===== config.mk =====
export PLATFORM = sky130hd
export DESIGN_NAME = vls_top
export DESIGN_NICKNAME = d
export VERILOG_FILES = /design/src/rtl/vls_pkg.sv /design/src/rtl/vls_legal.sv /design/src/rtl/vls_lane_calc.sv /design/src/rtl/vls_out_stage.sv /design/src/rtl/vls_top.sv
export SDC_FILE = /design/constraint.sdc
export NUM_CORES = 1
export LEC_CHECK = 0
export ABC_AREA = 0
export BUFFER_PORTS_ARGS = -buffer_cell sky130_fd_sc_hd__buf_4
export CORE_MARGIN = 1
export CORE_UTILIZATION = 45
export CTS_BUF_LIST = sky130_fd_sc_hd__clkbuf_8
export CTS_CLUSTER_DIAMETER = 200
export CTS_CLUSTER_SIZE = 14
export DETAILED_ROUTE_END_ITERATION = 7
export PLACE_DENSITY = 0.75
export SKIP_CTS_REPAIR_TIMING = 1
export SLEW_MARGIN = 25
export SYNTH_ARGS = -nofsm -noshare
export SYNTH_HDL_FRONTEND = slang
export SYNTH_SLANG_ARGS = --single-unit

===== constraint.sdc =====
create_clock -name clk -period 2.1 [get_ports clk]
set_clock_uncertainty 0.1 [all_clocks]
set_input_delay 0.105 -clock clk [delete_from_list [all_inputs] [get_ports clk]]
set_output_delay 0.105 -clock clk [all_outputs]
set_load 0.01 [all_outputs]

===== src/rtl/vls_pkg.sv =====
package vls_pkg;

   typedef enum logic [1:0] {
      EW_8  = 2'd0,
      EW_16 = 2'd1,
      EW_32 = 2'd2,
      EW_64 = 2'd3
   } ew_e;

   // index field width: enough to hold VLEN itself (the largest legal length)
   function automatic int unsigned idx_width(int unsigned vlen);
      return $clog2(vlen) + 1;
   endfunction

   // per-lane field width, one spare bit above the largest per-lane end
   function automatic int unsigned lane_width(int unsigned vlen, int unsigned lanes);
      return $clog2(vlen) - $clog2(lanes) + 2;
   endfunction

endpackage


===== src/rtl/vls_legal.sv =====
module vls_legal
   import vls_pkg::*;
#(
   parameter int unsigned VLEN = 2048,
   localparam int unsigned IW  = idx_width(VLEN)
) (
   input  logic [IW-1:0] vstart,
   input  logic [IW-1:0] vl,
   input  ew_e           ew,
   output logic          legal
);
   localparam logic [IW-1:0] MAXLEN = IW'(VLEN);

   logic [IW-1:0] limit;

   always_comb begin
      unique case (ew)
         EW_8:    limit = MAXLEN;
         EW_16:   limit = MAXLEN >> 1;
         EW_32:   limit = MAXLEN >> 2;
         default: limit = MAXLEN >> 3;
      endcase
   end

   assign legal = (vstart < vl) && (vl <= limit);

endmodule


===== src/rtl/vls_lane_calc.sv =====
module vls_lane_calc
   import vls_pkg::*;
#(
   parameter int unsigned VLEN    = 2048,
   parameter int unsigned LANES   = 4,
   parameter int unsigned LANE_ID = 0,
   localparam int unsigned IW     = idx_width(VLEN),
   localparam int unsigned LW     = lane_width(VLEN, LANES),
   localparam int unsigned LG     = $clog2(LANES)
) (
   input  logic [IW-1:0] vstart,
   input  logic [IW-1:0] vl,
   input  logic          legal,
   output logic [LW-1:0] start,
   output logic [LW-1:0] count,
   output logic          idle
);
   localparam logic [LG-1:0] ID = LG'(LANE_ID);

   logic [LW-1:0] first_pos;
   logic [LW-1:0] end_pos;
   logic          skip_extra;
   logic          tail_extra;
   logic          has_work;

   // lanes below the start remainder already passed one more owned element
   assign skip_extra = ID < vstart[LG-1:0];
   // lanes below the length remainder own one more element before the end
   assign tail_extra = ID < vl[LG-1:0];

   assign first_pos = LW'(vstart >> LG) + LW'(skip_extra);
   assign end_pos   = LW'(vl >> LG)     + LW'(tail_extra);

   // compare before subtracting so the difference can never wrap
   assign has_work = legal && (end_pos > first_pos);

   assign count = has_work ? (end_pos - first_pos) : '0;
   assign start = has_work ? first_pos : '0;
   assign idle  = !has_work;

endmodule


===== src/rtl/vls_out_stage.sv =====
module vls_out_stage #(
   parameter int unsigned LANES = 4,
   parameter int unsigned LW    = 11
) (
   input  logic                clk,
   input  logic                rst_n,
   input  logic                load,
   input  logic                drain,
   input  logic [LANES*LW-1:0] d_start,
   input  logic [LANES*LW-1:0] d_count,
   input  logic [LANES-1:0]    d_idle,
   output logic                q_valid,
   output logic [LANES*LW-1:0] q_start,
   output logic [LANES*LW-1:0] q_count,
   output logic [LANES-1:0]    q_idle
);

   always_ff @(posedge clk or negedge rst_n) begin
      if (!rst_n) begin
         q_valid <= 1'b0;
         q_start <= '0;
         q_count <= '0;
         q_idle  <= '1;
      end else if (load) begin
         q_valid <= 1'b1;
         q_start <= d_start;
         q_count <= d_count;
         q_idle  <= d_idle;
      end else if (q_valid && drain) begin
         q_valid <= 1'b0;
      end
   end

endmodule


===== src/rtl/vls_top.sv =====
module vls_top
   import vls_pkg::*;
#(
   parameter int unsigned LANES = 4,
   parameter int unsigned VLEN  = 2048,
   localparam int unsigned IW   = idx_width(VLEN),
   localparam int unsigned LW   = lane_width(VLEN, LANES)
) (
   input  logic                clk,
   input  logic                rst_n,
   input  logic                req_valid,
   output logic                req_ready,
   input  logic [IW-1:0]       req_vstart,
   input  logic [IW-1:0]       req_vl,
   input  logic [1:0]          req_ew,
   output logic                out_valid,
   input  logic                out_ready,
   output logic [LANES*LW-1:0] out_start,
   output logic [LANES*LW-1:0] out_count,
   output logic [LANES-1:0]    out_idle
);

   generate
      if (!(LANES == 2 || LANES == 4 || LANES == 8 || LANES == 16)) begin : g_bad_lanes
         $error("vls_top: LANES must be 2, 4, 8 or 16");
      end
      if (VLEN < 64 || (VLEN & (VLEN - 1)) != 0) begin : g_bad_vlen
         $error("vls_top: VLEN must be a power of two of at least 64");
      end
   endgenerate

   logic                legal;
   logic                take;
   logic [LANES*LW-1:0] nxt_start;
   logic [LANES*LW-1:0] nxt_count;
   logic [LANES-1:0]    nxt_idle;

   assign req_ready = !out_valid;
   assign take      = req_valid && req_ready;

   vls_legal #(.VLEN(VLEN)) u_legal (
      .vstart (req_vstart),
      .vl     (req_vl),
      .ew     (ew_e'(req_ew)),
      .legal  (legal)
   );

   for (genvar k = 0; k < LANES; k++) begin : g_lane
      vls_lane_calc #(
         .VLEN    (VLEN),
         .LANES   (LANES),
         .LANE_ID (k)
      ) u_calc (
         .vstart (req_vstart),
         .vl     (req_vl),
         .legal  (legal),
         .start  (nxt_start[k*LW +: LW]),
         .count  (nxt_count[k*LW +: LW]),
         .idle   (nxt_idle[k])
      );
   end

   vls_out_stage #(.LANES(LANES), .LW(LW)) u_stage (
      .clk     (clk),
      .rst_n   (rst_n),
      .load    (take),
      .drain   (out_ready),
      .d_start (nxt_start),
      .d_count (nxt_count),
      .d_idle  (nxt_idle),
      .q_valid (out_valid),
      .q_start (out_start),
      .q_count (out_count),
      .q_idle  (out_idle)
   );

endmodule


==> metrics.yaml, run 1 <==
sta:
  fin_crit_sh_pct: 125
  maxSlewViolCount: 0
  finalHoldViolCount: 0
  min_period_ps: 2630
  setup-tns-final_ps: -29050
  worstMarginPinSlew_ps: 517
  grt_setup_unrepaired: "true"
  setup_viol: 69
  fmax_ghz: 0.380
  relSlewSlack_pct: 65.5
  setup_slack_ps: -529
cts:
  htree_levels: 3
  cts.sinks: 92
  ctsLongestPathBuffers: 2
  cts-root-buf: "clkbuf_8"
  worstSkewPairLatency_ps: 400
  cts_tree: "yes"
  clkTransAtPathRegs_ps: 90
  cts_made_buffers: 9
routing:
  vias: 7326
  firstDrtPassIters: 7
  drt-initial-drc-count: 650
  remaining_drc_errors: 8
  wirelength_um: 24600
  viasPerCell: 5.78
  wl_per_cell_um: 19.4
  antenna_left: 0
worst_setup_path:
  crit_path_start: "req_vl[6]"
  crit_path_end: "u_stage.q_start[23]"
  end_kind: "flop"
  r2r_start: "u_stage.q_valid"
  reg2regPathDepth: 5
  slowest_stage: "or3_4"
  ff2ff_setup_slack_ps: 200
  cp_top_family: "simple AND/OR/NAND/NOR gates"
  startpoint_type: "primary input"
  critPathMaxFanout: 6
  crit_buf_inv: 3
  worst_path_largest_cell_delay_ps: 380
  critical_path_class: "in2reg"
  reg2reg_to: "u_stage.q_start[19]"
  crit_cells: 14
  crit_chain: "buf_12 > inv_8 > nor4_4 > nand3_1 > or3_4 > nor2_4 > xnor2_2 > ha_1 > and4_4 > nand2_2 > o32a_1 > o211ai_4 > clkbuf_16 > o31ai_1"
  crit_arrival_ps: 2800
  crit_required_ps: 2270
global_routing:
  grt_pass1_wl_um: 33200
  grt_max_degree: 59
  grt_overflow: 0
  grt_pass1_vias: 6691
  antenna_found_initial: 0
  grtUsageTotal_pct: 26.9
synth:
  yosysSeqAreaShare_pct: 33.7
  synthesis.area_um2: 6840
  synthTopCellsByCount: "130 x nand2_1, 88 x dfrtp_1, 68 x ha_1"
  synth_cell_types: 56
  yosys_warnings: 0
  synth_edf_count: 0
  postSynthCellCount: 751
  netlist.area_leader.share_pct: 32.2
  synth_ff_type: "dfrtp_1"
  ys_ff_latch: 92
  synth_fp_nets: 853
  synth.top_cells.by_area: "dfrtp_1 32%, ha_1 12%, xnor2_1 8.1%"
  synth.avg_cell_area_um2: 9.11
  yosysMostFrequentCell: "nand2_1"
  yosysTopAreaCell: "dfrtp_1"
  ys_async_sr_fraction_pct: 100
power_and_ir_drop:
  vdd_drop_max_uv: 355
  finalPower_w: 0.00590
  power_density_nw_per_um2: 542
  p_leak_nw: 5.14
floorplan:
  core_um2: 14700
  fp.dieH_um: 125
  fp.dieW_um: 125
  ios: 124
  row_count: 44
  start_util_pct: 46.6
  die_area_um2: 15700
cells_and_area:
  areaGrowthSynthToFinish_pct: 58.8
  n_antenna_cell: 0
  nFillCells: 932
  finish.net_count: 1181
  drive_above_1_share_pct: 48.5
worst_hold_path:
  hold_class: "in2async"
run_status:
  status: "complete, but fails checks"
  violations: "DRC, setup timing"
placed_design:
  place_congestion: 1.02
  place_hpwl_um: 16500
  io_buffer_count: 122
run:
  max_cap_violations: 0
==> stage by stage <==
step / util [%] / instance area, um^2 / setup WS, ps / hold WS, ps / instances
final: 73.9 / 10900 / -529 / 97.6 / 1268
after floorplan: - / 7020 / -630 / -291 / 751
after global placement: 65.1 / 9560 / -806 / -8.96 / 1229
after detailed placement: 65.1 / 9560 / -906 / -4.13 / 1229
after global routing: 73.9 / 10900 / -589 / 109 / 1268
after CTS: 66.3 / 9750 / -476 / -439 / 1245
==> routing by layer <==
metal / GRT usage, % / wire, um / vias to the layer above
met2: 42.9 / 11800 / 341
met5: 0 / 0 / -
met1: 36.2 / 10200 / 3580
li1: - / - / 3318
met4: 11.7 / 1000 / 0
met3: 4.41 / 1640 / 87
==> layout by cell type (no fill, tap or decap), types with 11 or more instances in the layout <==
| master | netlist | routed |
|---|---|---|
| clkbuf_8 | 0 | 11 |
| dfrtp_1 | 88 | 88 |
| ha_1 | 68 | 55 |
| inv_1 | 31 | 28 |
| xnor2_1 | 63 | 40 |
| nand3_1 | 21 | 16 |
| ha_4 | 0 | 11 |
| nand2_1 | 130 | 121 |
| o31ai_2 | 18 | 33 |
| o31ai_1 | 56 | 24 |
| nor2b_1 | 20 | 17 |
| nor3_1 | 11 | 11 |
| o31ai_4 | 0 | 17 |
| a21oi_1 | 31 | 28 |
| xnor2_2 | 0 | 20 |
| nor2_1 | 23 | 19 |
| buf_4 | 1 | 336 |
| o21ai_0 | 24 | 17 |
| xor2_1 | 12 | 12 |
==> sequential cells by signal (all words and copies together) (netlist names) <==
| register | count |
|---|---|
| u_stage.q_count | 44 |
| u_stage.q_valid | 1 |
| u_stage.q_idle | 4 |
| u_stage.q_start | 43 |
==> layout make-up <==
class                      count  area [um^2]  share of cell area [%]
multi-input combinational    585         5160                    47.5
timing repair buffer         355         2820                    26.0
sequential                    92         2310                    21.2
tap                          184          230                    2.12
inverter                      36          156                    1.44
clock buffer                  11          151                    1.39
clock inverter                 5         37.5                   0.345
==> how the worst min path moves through the flow <==
stage                             start                   to  slack (ps)  cells past startpoint
after floorplan                   rst_n   u_stage.q_count[0]        -290                      0
after global placement            rst_n  u_stage.q_start[28]          -9                      1
after detailed placement          rst_n  u_stage.q_start[27]          -4                      1
after CTS                         rst_n  u_stage.q_count[24]        -440                      1
after global routing      req_vstart[3]  u_stage.q_start[34]         110                      4
final                             rst_n  u_stage.q_start[27]         100                      2
==> power breakdown <==
part           leakage, nW  switching, W  internal, W
clock network       0.0969      0.000688     0.000497
registers             1.25     0.0000966      0.00193
logic                 3.79       0.00139      0.00129
total                 5.14       0.00217      0.00372
==> cell families after synthesis <==
family / share of synthesized area [%]
xor gates and xnor gates: 9.60
AOI/OAI and AO/OA: 20.6
other: 0.0548
buffers and inverters: 4.57
muxes: 0.658
adders and majority gates: 13.6
DFF: 33.7
and+or+nand+nor: 17.2
No activity file was read; power rests on OpenSTA's default activity.
==> inputs of run 2 (changes only) <==
Clock period 2.1 ns to 3.3 ns, I/O delays scaled along.
==> run 2 against run 1 <==
- combinational power decreased by 55%
- via count decreased by 17%
- the flow finishes with violations (DRC)
- flip-flop and latch count unchanged
- routed wire length decreased by 22%
- non-clock buffer count decreased by 165
- clock power decreased by 27%
- global-route usage decreased by 2.0 points
- sequential power decreased by 36%
- critical path depth decreased by 1
- worst setup slack improved by 970 ps
- sequential share of layout area increased by 5.5 points
==> metrics.yaml, run 2 (same netlist as run 1, synthesis figures left out) <==
run_status:
  status: "complete, but fails checks"
  violations: "DRC"
sta:
  grt_setup_unrepaired: "false"
  fmax_ghz: 0.350
  fin_crit_sh_pct: 86.6
  setup_slack_ps: 443  # +973 ps
  setup-tns-final_ps: 0  # +29,050 ps
  finalHoldViolCount: 0  # unchanged
  min_period_ps: 2860
  maxSlewViolCount: 0  # unchanged
  relSlewSlack_pct: 45.6  # -20 points
  worstMarginPinSlew_ps: 815  # +299 ps
  setup_viol: 0  # -100%
placed_design:
  place_hpwl_um: 15000  # -9.1%
  io_buffer_count: 122  # unchanged
  place_ws_ps: 137  # +1040 ps
  place_congestion: 1.02  # -0.36%
global_routing:
  grt_max_degree: 79  # +34%
  grt_pass1_wl_um: 30400  # -8.4%
  grtUsageTotal_pct: 24.9  # -2.0 points
  grt_pass1_vias: 5870  # -12%
  grt_overflow: 0  # unchanged
  antenna_found_initial: 0  # unchanged
cells_and_area:
  reg.largest.list: "u_stage.q_count: 44 flops, u_stage.q_start: 43 flops, u_stage.q_idle: 4 flops"
  areaGrowthSynthToFinish_pct: 26.1
  finish.net_count: 1016  # -14%
  multi_input_area_um2: 4240  # -18%
  nFillCells: 1297  # +39%
  most-common-layout-cells: "182 x buf_4, 129 x nand2_1, 88 x dfrtp_1, 68 x ha_1, 63 x xnor2_1"
  largest_register_ffs: 44  # unchanged
  drive_above_1_share_pct: 26.7  # -22 points
  n_antenna_cell: 0  # unchanged
  layout_commonest_cell: "buf_4"
  seq_area_um2: 2310  # unchanged
  top_register: "u_stage.q_count"
power_and_ir_drop:
  p_leak_nw: 4.02  # -22%
  power_density_nw_per_um2: 390  # -28%
  vdd_drop_max_uv: 273  # -23%
cts:
  clkTransAtPathRegs_ps: 90  # about the same
  cts_tree: "yes"
  worstSkewPairLatency_ps: 390  # about the same
  cts-root-buf: "clkbuf_8"
  cts.sinks: 92  # unchanged
  htree_levels: 3  # unchanged
  cts_made_buffers: 9  # unchanged
  ctsLongestPathBuffers: 2  # unchanged
routing:
  firstDrtPassIters: 8  # +1
  remaining_drc_errors: 9  # +1
  vias: 6115  # -17%
  antenna_left: 0  # unchanged
  viasPerCell: 5.54  # -4.0%
  wirelength_um: 19100  # -22%
  wl_per_cell_um: 17.4  # -11%
  drt-initial-drc-count: 483  # -26%
worst_setup_path:
  crit_required_ps: 3490  # +1220 ps
  startpoint_type: "primary input"
  critical_path_class: "in2reg"
  critPathMaxFanout: 6  # unchanged
  crit_arrival_ps: 3040  # +240 ps
  end_kind: "flop"
floorplan:
  row_count: 44  # unchanged
  ios: 124  # unchanged
  fp.dieW_um: 125  # unchanged
  die_area_um2: 15700  # unchanged
  fp.dieH_um: 125  # unchanged
  core_um2: 14700  # unchanged
  start_util_pct: 46.6  # unchanged
worst_hold_path:
  hold_class: "in2reg"
run:
  max_cap_violations: 0  # unchanged
run 2: changes by cell type in the layout (fill, tap and decap cells not counted), sizes merged:
cell	delta
inv	-1
clkbuf	-5
dlygate4sd3	+1
clkinv	+1
bufinv	+2
buf	-163
run 2: path summary, 6_finish.rpt:
check | end | cells past startpoint | from | slack (ps)
worst max-delay path | u_stage.q_count[24] | 13 | req_vstart[9] | 440
worst max register to register | u_stage.q_count[19] | 6 | u_stage.q_valid | 1360
min in group asynchronous | u_stage.q_count[31] | 2 | rst_n | 310
max in group asynchronous | u_stage.q_idle[0] | 3 | rst_n | 2010
worst min register to register | u_stage.q_count[16] | 2 | u_stage.q_count[16] | 380
worst min-delay path | u_stage.q_start[40] | 3 | req_vstart[9] | 90
run 2: final cells by class:
| class | instances | area share [%] |
|---|---|---|
| Clock buffer | 9 | 1.43 |
| Clock inverter | 7 | 1.17 |
| Inverter | 36 | 1.57 |
| Tap cell | 184 | 2.67 |
| Timing Repair Buffer | 190 | 17.3 |
| Multi-Input combinational cell | 585 | 49.1 |
| Sequential cell | 92 | 26.7 |
run 2: metal layers:
| layer | global-route usage, % | part of all wire (%) | vias to the layer above |
|---|---|---|---|
| met5 | 0 | 0 | - |
| met4 | 8.39 | 1.6 | 0 |
| met3 | 6.59 | 8.1 | 27 |
| met2 | 39.6 | 46 | 237 |
| met1 | 32.8 | 45 | 2873 |
| li1 | - | - | 2978 |
run 2: where the power goes:
part	total, W	switching, W	internal [W]	leakage, nW
sequential	0.00129	0.0000594	0.00123	1.25
clock	0.000870	0.000440	0.000430	0.106
combinational	0.00121	0.000672	0.000539	2.66
total	0.00337	0.00117	0.00220	4.02
run 2: critical path: stages:
cell	delay [ps]
buf_4	140
inv_1	100
nor4_1	530
buf_4	220
nand2_1	60
xnor2_1	370
ha_1	360
and4_1	190
nand2_1	90
o32a_1	230
o211ai_4	130
buf_12	160
o41ai_1	310
run 2: per-stage QoR:
step,utilization [%],total power (W),hold slack (ps),area [um^2],cells
floorplan,-,0.00202,-231,6840,751
global placement,57.0,0.00250,202,8380,1084
detailed placement,57.0,0.00251,202,8380,1084
CTS,58.5,0.00339,-233,8600,1100
global route,58.7,0.00355,78.1,8630,1103
finish,58.7,0.00337,92.3,8630,1103
==> inputs of run 3 (changes only) <==
Settings changed: RECOVER_POWER set to 25.
==> run 3 against run 2 <==
- the run ends with DRC, capacitance limit, slew limit left
- via count grew 0.26%
- sequential power hardly changed
- worst hold slack worse by 3.0 ps
- combinational power about the same
- final cell count unchanged
- routed wire length increased by 0.11%
- maximum frequency shrank 1.6%
- flip-flop and latch count stayed put
- highest routed layer unchanged
- critical path depth did not move
- largest power group unchanged
- sequential share of layout area up 0.10 points
- worst setup slack lost 45 ps
==> metrics.yaml, run 3 (same netlist as run 1, synthesis figures left out) <==
worst_setup_path:
  crit_path_start: "req_vstart[9]"
  critPathMaxFanout: 6  # unchanged
  ff2ff_setup_slack_ps: 1350  # about the same
  crit_path_end: "u_stage.q_count[24]"
  crit_required_ps: 3490  # about the same
  critical_path_class: "in2reg"
  crit_arrival_ps: 3090  # +50 ps
  reg2regPathDepth: 6  # unchanged
  reg2reg_to: "u_stage.q_count[19]"
  slowest_stage: "nor4_1"
  end_kind: "flop"
  crit_buf_inv: 4  # unchanged
  r2r_start: "u_stage.q_valid"
  cp_top_family: "simple AND/OR/NAND/NOR gates"
  crit_cells: 13  # unchanged
  startpoint_type: "primary input"
  worst_path_largest_cell_delay_ps: 560  # +30 ps
  crit_chain: "buf_4 > inv_1 > nor4_1 > buf_4 > nand2_1 > xnor2_1 > ha_1 > and4_1 > nand2_1 > o32a_1 > o211ai_4 > buf_12 > o41ai_1"
global_routing:
  grtUsageTotal_pct: 24.9  # unchanged
  grt_pass1_vias: 5870  # unchanged
  grt_max_degree: 79  # unchanged
  grt_pass1_wl_um: 30400  # unchanged
  grt.met1_usage_pct: 32.8  # unchanged
  antenna_found_initial: 0  # unchanged
  grtUsageMet3_pct: 6.59  # unchanged
  grt_busiest_layer: "met2"
  grtUsageMet2_pct: 39.6  # unchanged
  grt_overflow: 0  # unchanged
sta:
  min_period_ps: 2900  # +45.3 ps
  fmax_ghz: 0.345  # -1.6%
  maxSlewViolCount: 64  # +64
  worstMarginPinSlew_ps: 1580  # +763 ps
  setup_viol: 0  # unchanged
  hold_slack_ps: 89.3  # -2.98 ps
  fin_crit_sh_pct: 87.9  # +1.4 points
  grt_setup_unrepaired: "false"
  setup_slack_ps: 398  # -45.3 ps
  finalHoldViolCount: 0  # unchanged
  relSlewSlack_pct: -5.21  # -51 points
  setup-tns-final_ps: 0  # unchanged
placed_design:
  place_hpwl_um: 15000  # unchanged
  place_ws_ps: 137  # unchanged
  place_congestion: 1.02  # unchanged
  placed_area_um2: 8380  # unchanged
  io_buffer_count: 122  # unchanged
routing:
  vias: 6131  # +0.26%
  remaining_drc_errors: 9  # unchanged
  drt-initial-drc-count: 470  # -2.7%
  wl_per_cell_um: 17.4  # +0.11%
  viasPerCell: 5.56  # +0.26%
  firstDrtPassIters: 8  # unchanged
  antenna_left: 0  # unchanged
  wirelength_um: 19200  # +0.11%
cells_and_area:
  final_area_um2: 8600  # -0.38%
  largest_register_ffs: 44  # unchanged
  nFillCells: 1307  # +0.77%
  top_register: "u_stage.q_count"
  areaGrowthSynthToFinish_pct: 25.7
  layout_commonest_cell: "buf_4"
  utilization_pct: 58.5  # -0.22 points
  finish.net_count: 1016  # unchanged
  drive_above_1_share_pct: 25.8  # -0.87 points
  n_antenna_cell: 0  # unchanged
  most-common-layout-cells: "173 x buf_4, 129 x nand2_1, 88 x dfrtp_1, 68 x ha_1, 63 x xnor2_1"
  reg.largest.list: "u_stage.q_count: 44 flops, u_stage.q_start: 43 flops, u_stage.q_idle: 4 flops"
cts:
  cts_made_buffers: 9  # unchanged
  htree_levels: 3  # unchanged
  ctsLongestPathBuffers: 2  # unchanged
  cts-root-buf: "clkbuf_8"
  cts_tree: "yes"
  clkTransAtPathRegs_ps: 100  # about the same
  worstSkewPairLatency_ps: 390  # about the same
  cts.sinks: 92  # unchanged
run:
  max_cap_violations: 1  # +1
power_and_ir_drop:
  vdd_drop_max_uv: 272  # -0.54%
  p_leak_nw: 3.99  # -0.85%
  power_density_nw_per_um2: 391  # about the same
run_status:
  status: "complete, but fails checks"
  violations: "DRC, capacitance limit, slew limit"
floorplan:
  fp.dieW_um: 125  # unchanged
  row_count: 44  # unchanged
  die_area_um2: 15700  # unchanged
  start_util_pct: 46.6  # unchanged
  core_um2: 14700  # unchanged
  ios: 124  # unchanged
  fp.dieH_um: 125  # unchanged
worst_hold_path:
  hold_class: "in2reg"
## run 3: routing by layer
metal  share of wire [%]  vias up
met5                   0        -
met4                 1.9        0
met3                 8.4       33
met2                  45      244
met1                  44     2875
li1                    -     2979
## run 3: layout make-up
| type | instances | area, um^2 | area share [%] |
|---|---|---|---|
| well taps | 184 | 230 | 2.68 |
| clock buffers | 9 | 124 | 1.44 |
| repair buffers | 190 | 1460 | 17.0 |
| flip-flops and latches | 92 | 2310 | 26.8 |
| inverters | 36 | 135 | 1.57 |
| clock inverters | 7 | 101 | 1.18 |
| multi-input cells | 585 | 4240 | 49.3 |
## run 3: tightest hold or removal path: cells and delay by family
| family | cells | cell delay (ps) |
|---|---|---|
| compound gates | 1 | 70 |
| fa+ha+maj | 1 | 170 |
| buf+inv | 1 | 150 |
## run 3: worst min path at each step
| stage | from | end | cells after the start |
|---|---|---|---|
| after floorplan | rst_n | u_stage.q_count[0] | 0 |
| after global placement | rst_n | u_stage.q_start[28] | 1 |
| final | req_vstart[2] | u_stage.q_count[33] | 3 |
| after global routing | req_vstart[11] | u_stage.q_start[42] | 3 |
| after detailed placement | rst_n | u_stage.q_start[28] | 1 |
| after CTS | rst_n | u_stage.q_count[31] | 1 |
## run 3: report_power, final
group / internal, W / switching (W)
sequential: 0.00123 / 0.0000595
clock: 0.000430 / 0.000437
combinational: 0.000532 / 0.000672
total: 0.00219 / 0.00117
## run 3: per-stage QoR
step                instances  total power (W)
finish                   1103          0.00336
CTS                      1100          0.00339
global route             1103          0.00355
floorplan                 751          0.00202
global placement         1084          0.00250
detailed placement       1084          0.00251
